[src/rtl/skip_pkg.sv]
package skip_pkg;
  typedef enum logic [2:0] {
    OP_PLAIN    = 3'd0,
    OP_EQ_CMP   = 3'd1,
    OP_BIT_TEST = 3'd2,
    OP_PTR_CMP  = 3'd3,
    OP_DEC_SKZ  = 3'd4,
    OP_RET_SKIP = 3'd5
  } test_op_e;

  typedef enum logic [1:0] {
    SK_IDLE = 2'd0,
    SK_NEXT = 2'd1,
    SK_TAIL = 2'd2
  } skip_st_e;
endpackage

[src/rtl/skip_eval.sv]
module skip_eval
  import skip_pkg::*;
#(
  parameter int DATA_W = 8,
  parameter int NIB_W  = 4,
  localparam int IDX_W = $clog2(DATA_W)
) (
  input  logic [2:0]        op_i,
  input  logic [DATA_W-1:0] opa_i,
  input  logic [DATA_W-1:0] opb_i,
  input  logic [IDX_W-1:0]  bit_idx_i,
  input  logic [DATA_W-1:0] bptr_i,
  input  logic [NIB_W-1:0]  imm4_i,
  output logic              raise_o
);
  test_op_e op;
  logic [DATA_W-1:0] dec_val;
  logic eq_ne, bit_clr, ptr_hit, dec_zero;

  assign op = test_op_e'(op_i);

  assign eq_ne    = (opa_i != opb_i);
  assign bit_clr  = ~opa_i[bit_idx_i];
  assign ptr_hit  = (bptr_i[NIB_W-1:0] == imm4_i);
  assign dec_val  = opa_i - DATA_W'(1);
  assign dec_zero = (dec_val == '0);

  // upper pointer bits take no part in the compare
  generate
    if (DATA_W > NIB_W) begin : g_hi
      logic unused_ptr_hi;
      assign unused_ptr_hi = ^bptr_i[DATA_W-1:NIB_W];
    end
  endgenerate

  always_comb begin
    unique case (op)
      OP_EQ_CMP:   raise_o = eq_ne;
      OP_BIT_TEST: raise_o = bit_clr;
      OP_PTR_CMP:  raise_o = ptr_hit;
      OP_DEC_SKZ:  raise_o = dec_zero;
      OP_RET_SKIP: raise_o = 1'b1;
      default:     raise_o = 1'b0;
    endcase
  end
endmodule

[src/rtl/skip_ctrl.sv]
module skip_ctrl
  import skip_pkg::*;
(
  input  logic clk_i,
  input  logic rst_ni,
  input  logic valid_i,
  input  logic prefix_i,
  input  logic raise_i,
  output logic suppress_o
);
  skip_st_e st_q, st_d;

  always_comb begin
    st_d       = st_q;
    suppress_o = valid_i && (st_q != SK_IDLE);
    if (valid_i) begin
      unique case (st_q)
        SK_NEXT: st_d = prefix_i ? SK_TAIL : SK_IDLE; // prefix drags its target along
        SK_TAIL: st_d = SK_IDLE;
        default: st_d = raise_i ? SK_NEXT : SK_IDLE;
      endcase
    end
  end

  always_ff @(posedge clk_i or negedge rst_ni) begin
    if (!rst_ni) st_q <= SK_IDLE;
    else         st_q <= st_d;
  end
endmodule

[src/rtl/pc_step.sv]
module pc_step #(
  parameter int LEN_W = 2
) (
  input  logic             valid_i,
  input  logic [LEN_W-1:0] len_i,
  output logic [LEN_W-1:0] adv_o
);
  assign adv_o = valid_i ? len_i : '0;
endmodule

[src/rtl/skip_seq.sv]
module skip_seq #(
  parameter int DATA_W = 8,
  parameter int NIB_W  = 4,
  parameter int LEN_W  = 2,
  localparam int IDX_W = $clog2(DATA_W)
) (
  input  logic              clk_i,
  input  logic              rst_ni,
  input  logic              instr_valid_i,
  input  logic [2:0]        op_i,
  input  logic              is_prefix_i,
  input  logic [LEN_W-1:0]  instr_len_i,
  input  logic [DATA_W-1:0] opa_i,
  input  logic [DATA_W-1:0] opb_i,
  input  logic [IDX_W-1:0]  bit_idx_i,
  input  logic [DATA_W-1:0] bptr_i,
  input  logic [NIB_W-1:0]  imm4_i,
  output logic              suppress_o,
  output logic [LEN_W-1:0]  pc_adv_o
);
  logic raise;

  skip_eval #(.DATA_W(DATA_W), .NIB_W(NIB_W)) u_eval (
    .op_i      (op_i),
    .opa_i     (opa_i),
    .opb_i     (opb_i),
    .bit_idx_i (bit_idx_i),
    .bptr_i    (bptr_i),
    .imm4_i    (imm4_i),
    .raise_o   (raise)
  );

  skip_ctrl u_ctrl (
    .clk_i      (clk_i),
    .rst_ni     (rst_ni),
    .valid_i    (instr_valid_i),
    .prefix_i   (is_prefix_i),
    .raise_i    (raise),
    .suppress_o (suppress_o)
  );

  pc_step #(.LEN_W(LEN_W)) u_pc (
    .valid_i (instr_valid_i),
    .len_i   (instr_len_i),
    .adv_o   (pc_adv_o)
  );
endmodule

[config.mk]
export PLATFORM = sky130hd
export DESIGN_NAME = skip_seq
export DESIGN_NICKNAME = d
export VERILOG_FILES = /design/src/rtl/skip_pkg.sv /design/src/rtl/skip_eval.sv /design/src/rtl/skip_ctrl.sv /design/src/rtl/pc_step.sv /design/src/rtl/skip_seq.sv
export SDC_FILE = /design/constraint.sdc
export NUM_CORES = 1
export LEC_CHECK = 0
export BUFFER_PORTS_ARGS = -buffer_cell sky130_fd_sc_hd__buf_4
export CORE_AREA = 2 2 39 41
export CTS_CLUSTER_SIZE = 24
export DETAILED_ROUTE_END_ITERATION = 6
export DIE_AREA = 0 0 41 43
export PLACE_DENSITY = 0.8
export SLEW_MARGIN = 5
export SYNTH_ARGS = -nofsm -noshare
export SYNTH_HDL_FRONTEND = slang
export SYNTH_SLANG_ARGS = --single-unit
[constraint.sdc]
create_clock -name clk_i -period 1.3 [get_ports clk_i]
set_clock_uncertainty 0.2 [all_clocks]
set_input_delay 0.26 -clock clk_i [delete_from_list [all_inputs] [get_ports clk_i]]
set_output_delay 0.26 -clock clk_i [all_outputs]
set_load 0.01 [all_outputs]
## Word-level counts from Yosys, hierarchy flattened

Cells that the tools add are included.

| word-level totals | value |
|---|---|
| register bits | 2 |
| input port bits | 40 |
| output and inout port bits | 3 |
| word-level logic and storage cells | 23 |

| cells by class | value |
|---|---|
| add/subtract/negate cells | 1 |
| magnitude comparators | 1 |
| eq/ne operators | 9 |
| muxes and demuxes | 7 |
| bitwise logic cells | 1 |
| reduce and logical (&&, ||, !) cells | 3 |

Operators with widths:

| cell | number |
|---|---|
| zero test 8 bit | 1 |
| != test 8 bit | 1 |
| subtractor 8 x 1 -> 8 bit (second input constant) | 1 |
| equality test 3 x 2 -> 1 bit (second input constant) | 2 |
| equality test 3 bit (second input constant) | 2 |
| case mux 1 bit (5 select lines) | 1 |
| equality test 4 bit | 1 |
| less-than comparator 3 x 4 -> 1 bit (second input constant) | 1 |
| two-way mux 2 bit | 2 |
| case mux 2 bit (2 select lines) | 1 |
| binary-select mux 1 bit (select 3 bit) | 1 |
| equality test 3 x 1 -> 1 bit (second input constant) | 1 |
| equality test 2 x 1 -> 1 bit (second input constant) | 1 |
| equality test 2 bit (second input constant) | 1 |
| two-way mux 1 bit | 2 |
| nonzero test 2 bit | 1 |
| logical AND 1 bit | 1 |
| NOT 1 bit | 1 |

## Logic depth before layout (Yosys ltp)

| depth | value |
|---|---|
| depth in word-level cells | 6 |
| mapped depth | 5 |
| depth with buffers taken out | 5 |

## By module

A second synthesis with hierarchy kept.

| unflattened totals | value |
|---|---|
| cell total of the unflattened synthesis | 40 |
| area, all modules | 380.4 um^2 |

Modules (own cells, without submodules):

| module | times used | cells each | area an instance (um^2) | sequential area each (um^2) |
|---|---|---|---|---|
| skip_eval | 1 | 27 | 255.2 | 0.0 |
| skip_ctrl | 1 | 11 | 112.6 | 50.0 |
| pc_step | 1 | 2 | 12.5 | 0.0 |

## Least setup slack after synthesis

Ideal clock, no wire load.

| timing path | value |
|---|---|
| path kind | in2reg |
| start | in bit_idx_i[0] |
| end | reg u_ctrl.st_q[0] |
| setup time | 80 ps |
| data arrival time | 1208 ps |
| required time | 1020 ps |
| slack | -188 ps |
| stages | 5 |
| path buffers | 0 |
| cell sequence | mux4_1 -> mux2i_1 -> and4_1 -> nor3_1 -> o22ai_2 |

| between the ends | value |
|---|---|
| word-level cells in the longest chain between the ends | 6 |

RTL lines:

| what | RTL line | RTL |
|---|---|---|
| start: declaration | skip_seq.sv:15 | `input logic [IDX_W-1:0] bit_idx_i,` |
| binary-select mux 1 bit (select 3 bit) | skip_eval.sv:23 | `assign bit_clr = ~opa_i[bit_idx_i];` |
| two-way mux 1 bit (implied by the code) | skip_eval.sv:23 |  |
| NOT 1 bit | skip_eval.sv:23 |  |
| case mux 1 bit (5 select lines) | skip_eval.sv:37 | `unique case (op)` |
| two-way mux 1 bit | skip_ctrl.sv:20 | `default: st_d = raise_i ? SK_NEXT : SK_IDLE;` |
| case mux 2 bit (2 select lines) | skip_ctrl.sv:17 | `unique case (st_q)` |
| end signal: assignment | skip_ctrl.sv:27 | `else st_q <= st_d;` |
| end: declaration | skip_ctrl.sv:11 | `skip_st_e st_q, st_d;` |

No other way between the ends. The select of a mux whose other input is x is not followed.
A chain may end at the register's enable or synchronous reset.

## Worst setup path after layout

| timing path | value |
|---|---|
| start | reg u_ctrl.st_q[0] |
| end | out suppress_o |

| between the ends | value |
|---|---|
| word-level cells in the longest chain between the ends | 2 |

RTL lines:

| what | RTL line | RTL |
|---|---|---|
| nonzero test 2 bit | skip_ctrl.sv:15 | `suppress_o = valid_i && (st_q != SK_IDLE);` |
| logical AND 1 bit | skip_ctrl.sv:15 |  |
| end: declaration | skip_seq.sv:18 | `output logic suppress_o,` |

No other way between the ends.

==> impl_metrics.csv <==
group,metric,value,unit
outcome,outcome,"finished, violations left",
outcome,violations,"negative setup slack",
clock_network,clkTransAtPathRegs,0.03,ns
power,irDropWorstVdd,0.3068,mV
synth,post-synth-top-count-cell,"xor2_1",
global_routing,grt_pass1_wl,1780,µm
cells_and_area,fin_cells,110,
global_routing,grt_pass1_vias,495,
hold_path,hold_path_class,"primary input to flop",
clock_network,cts_tree,"done",
routing,wl,1190,µm
sta,slew_headroom,72.98,%
placed_design,gp_congestion,0.7676,
cells_and_area,top_regs,"u_ctrl.st_q: 2 flops",
clock_network,htreeDepth,1,
cells_and_area,largest-register,"u_ctrl.st_q",
global_routing,grt_overflow,0,
routing,drt_pass1_iterations,2,
floorplanning,num_rows,14,
power,p_leak,0.0003973,µW
power,pwr_density_cell,564.7,nW/µm²
synth,synth_seq_cells,2,
synth,seq_area_frac_synth,12.90,%
synth,synthXorXnorAreaFrac,27.10,%
placed_design,dpl.cell_count,100,
sta,achievable-frequency,685.9,MHz
synth,yosys-top-cells-count,"8 x xor2_1, 4 x inv_1, 4 x xnor2_1, 3 x nor4_1",
sta,maxSlewViolCount,0,
sta,rsz0062_at_grt,"yes",
cells_and_area,area_growth,115.2,%
critical_path,critPathArrivalTime,1.00,ns
synth,synthAdderAreaFrac,6.452,%
routing,wl_per_cell,10.82,µm
sta,tightest_slew,0.4043,ns
sta,timing.final.crit_share,112.1,%
synth,synth_cells,43,
cells_and_area,diodes,0,
floorplanning,die_w,41,µm
floorplanning,start_util,28.03,%
clock_network,cts_sinks,2,
routing,vias,524,
sta,hold_viol,0,
synth,netlist_top_cells_area,"xor2_1 18%, dfrtp_1 13%, xnor2_1 9.0%, mux4_1 6.8%, ha_1 6.5%",
placed_design,pre_cts_ws,-0.3901,ns
sta,hold-worst-slack,0.06300,ns
cells_and_area,largest_reg_flops,2,
global_routing,grt_antenna_before_repair,0,
synth,synthMuxAreaShare,15.16,%
synth,avgSynthCellArea,9.020,µm²
synth,yosys_warnings,0,
routing,drtIter0Drc,3,
synth,synth_compound_area_share,11.61,%
cells_and_area,multi_input_area,337.8,µm²
synth,synth_top_cell_by_area,"xor2_1",
synth,synthArstFlopShare,100.0,%
synth,synthSimpleGateAreaFrac,22.90,%
synth,synth_top_area_share,18.06,%
cells_and_area,layout-drive-gt1-share,60.64,%
sta,setup_tns,-0.2768,ns
floorplanning,die_area,1763,µm²
sta,period_minus_slack,1.458,ns
synth,synth_top_family_by_area,"XOR/XNOR gates",
global_routing,track_usage,14.89,%
critical_path,required,0.84,ns
floorplanning,die_h,43,µm
run,maxCapViolations,0,
clock_network,cts_made_buffers,3,
routing,antenna_left,0,
routing,vias_per_cell,4.764,
critical_path,critPathCaptureType,"output port",
synth,ys_types,22,
cells_and_area,num-nets-final,138,
clock_network,clk_latency,0.23,ns
global_routing,grt_max_degree,8,
critical_path,path_class,"flop to output port",
synth,synth_edf_count,0,
floorplanning,ios,43,
sta,worst_slack,-0.1579,ns
clock_network,cts-root-buf,"clkbuf_4",
critical_path,crit_path_start_kind,"flop",
placed_design,dp_hpwl,975.5,µm
routing,drc,0,
placed_design,io_buffers,38,
cells_and_area,n_fill_cell,123,
clock_network,cts_max_path_buffers,2,
cells_and_area,register_area,50.05,µm²
floorplanning,design.core.area,1384,µm²
synth,synth_ff_type,"dfrtp_1",
synth,synth_fp_nets,85,
sta,finalSetupViolCount,2,
critical_path,cp_max_fo,2,
synth,synthesis.area,387.9,µm²
-- report_power, final --
| group | total, µW | internal [µW] | switching [µW] |
|---|---|---|---|
| registers | 71.7 | 68.4 | 3.27 |
| logic | 255 | 169 | 85.9 |
| clock network | 144 | 102 | 41.9 |
-- final timing paths --
kind | end | startpoint | slack, ns | cells past startpoint
setup / recovery | suppress_o | u_ctrl.st_q[0]$_DFFE_PN0P_ | -0.16 | 4
hold / removal | u_ctrl.st_q[1]$_DFFE_PN0P_ | instr_valid_i | 0.06 | 2
setup reg to reg | u_ctrl.st_q[0]$_DFFE_PN0P_ | u_ctrl.st_q[0]$_DFFE_PN0P_ | -0.10 | 7
hold reg to reg | u_ctrl.st_q[1]$_DFFE_PN0P_ | u_ctrl.st_q[1]$_DFFE_PN0P_ | 0.47 | 3
max in group asynchronous | u_ctrl.st_q[1]$_DFFE_PN0P_ | rst_ni | 0.66 | 2
min in group asynchronous | u_ctrl.st_q[0]$_DFFE_PN0P_ | rst_ni | 0.15 | 2
-- cell usage in the layout, fill, tap and decap left out, drive strengths merged --
cell / synthesis / final
xor2: 8 / 8
nand4: 1 / 1
nor4: 3 / 3
o32ai: 1 / 1
a21oi: 2 / 2
nand3b: 1 / 1
and4: 1 / 1
o22ai: 1 / 1
nor4b: 1 / 1
and2: 2 / 2
nor3: 2 / 2
dlygate4sd3: 0 / 1
clkbuf: 0 / 3
xnor2: 4 / 4
dfrtp: 2 / 2
a2111oi: 1 / 1
nand3: 2 / 2
mux4: 2 / 2
ha: 2 / 2
inv: 4 / 4
buf: 0 / 47
o21ai: 1 / 1
nor2b: 1 / 1
mux2i: 1 / 1
-- area by class of cell --
cell class                 count  share of cell area, %
tap                           16                  2.399
sequential                     2                  5.997
clock buffer                   3                  2.699
inverter                       4                  1.799
timing repair buffer          48                  46.63
multi-input combinational     37                  40.48
-- critical path: stages, from the launching register on --
cell and delay, ns:
dfrtp_1 0.35, inv_2 0.06, ha_4 0.14, nor2b_1 0.10, buf_4 0.12
-- logic make-up after synthesis --
kind of cell | after synthesis
simple gates | 14
xor+xnor | 12
compound gates | 6
buf+inv | 4
mux | 3
fa+ha+maj | 2
flops | 2
-- routing by layer --
layer	GRT usage (%)	wire length (µm)	vias to the layer above
li1	-	-	264
met1	14.89	386	228
met2	26.25	660	28
met3	3.141	110	4
met4	8.000	32	0
met5	0	0	-
-- through the flow --
stage / util, % / power (µW) / area [µm²]
detailed placement: 51.81 / 284.2 / 716.9
floorplan: - / 152.6 / 389.1
CTS: 58.95 / 471.0 / 815.8
finish: 60.31 / 471.3 / 834.6
global placement: 51.81 / 278.7 / 716.9
global route: 60.31 / 510.6 / 834.6
-- repair_timing --
action / 4_1_cts / 5_1_grt
endpoints found under the setup margin: 2 / 2
pin swaps: 4 / 2
buffers inserted: 6 / 1
hold endpoints to repair: 2 / 0
resized for setup: 8 / 4
hold buffers: 1 / 0
Note: power is estimated with default switching activity, not from simulation.
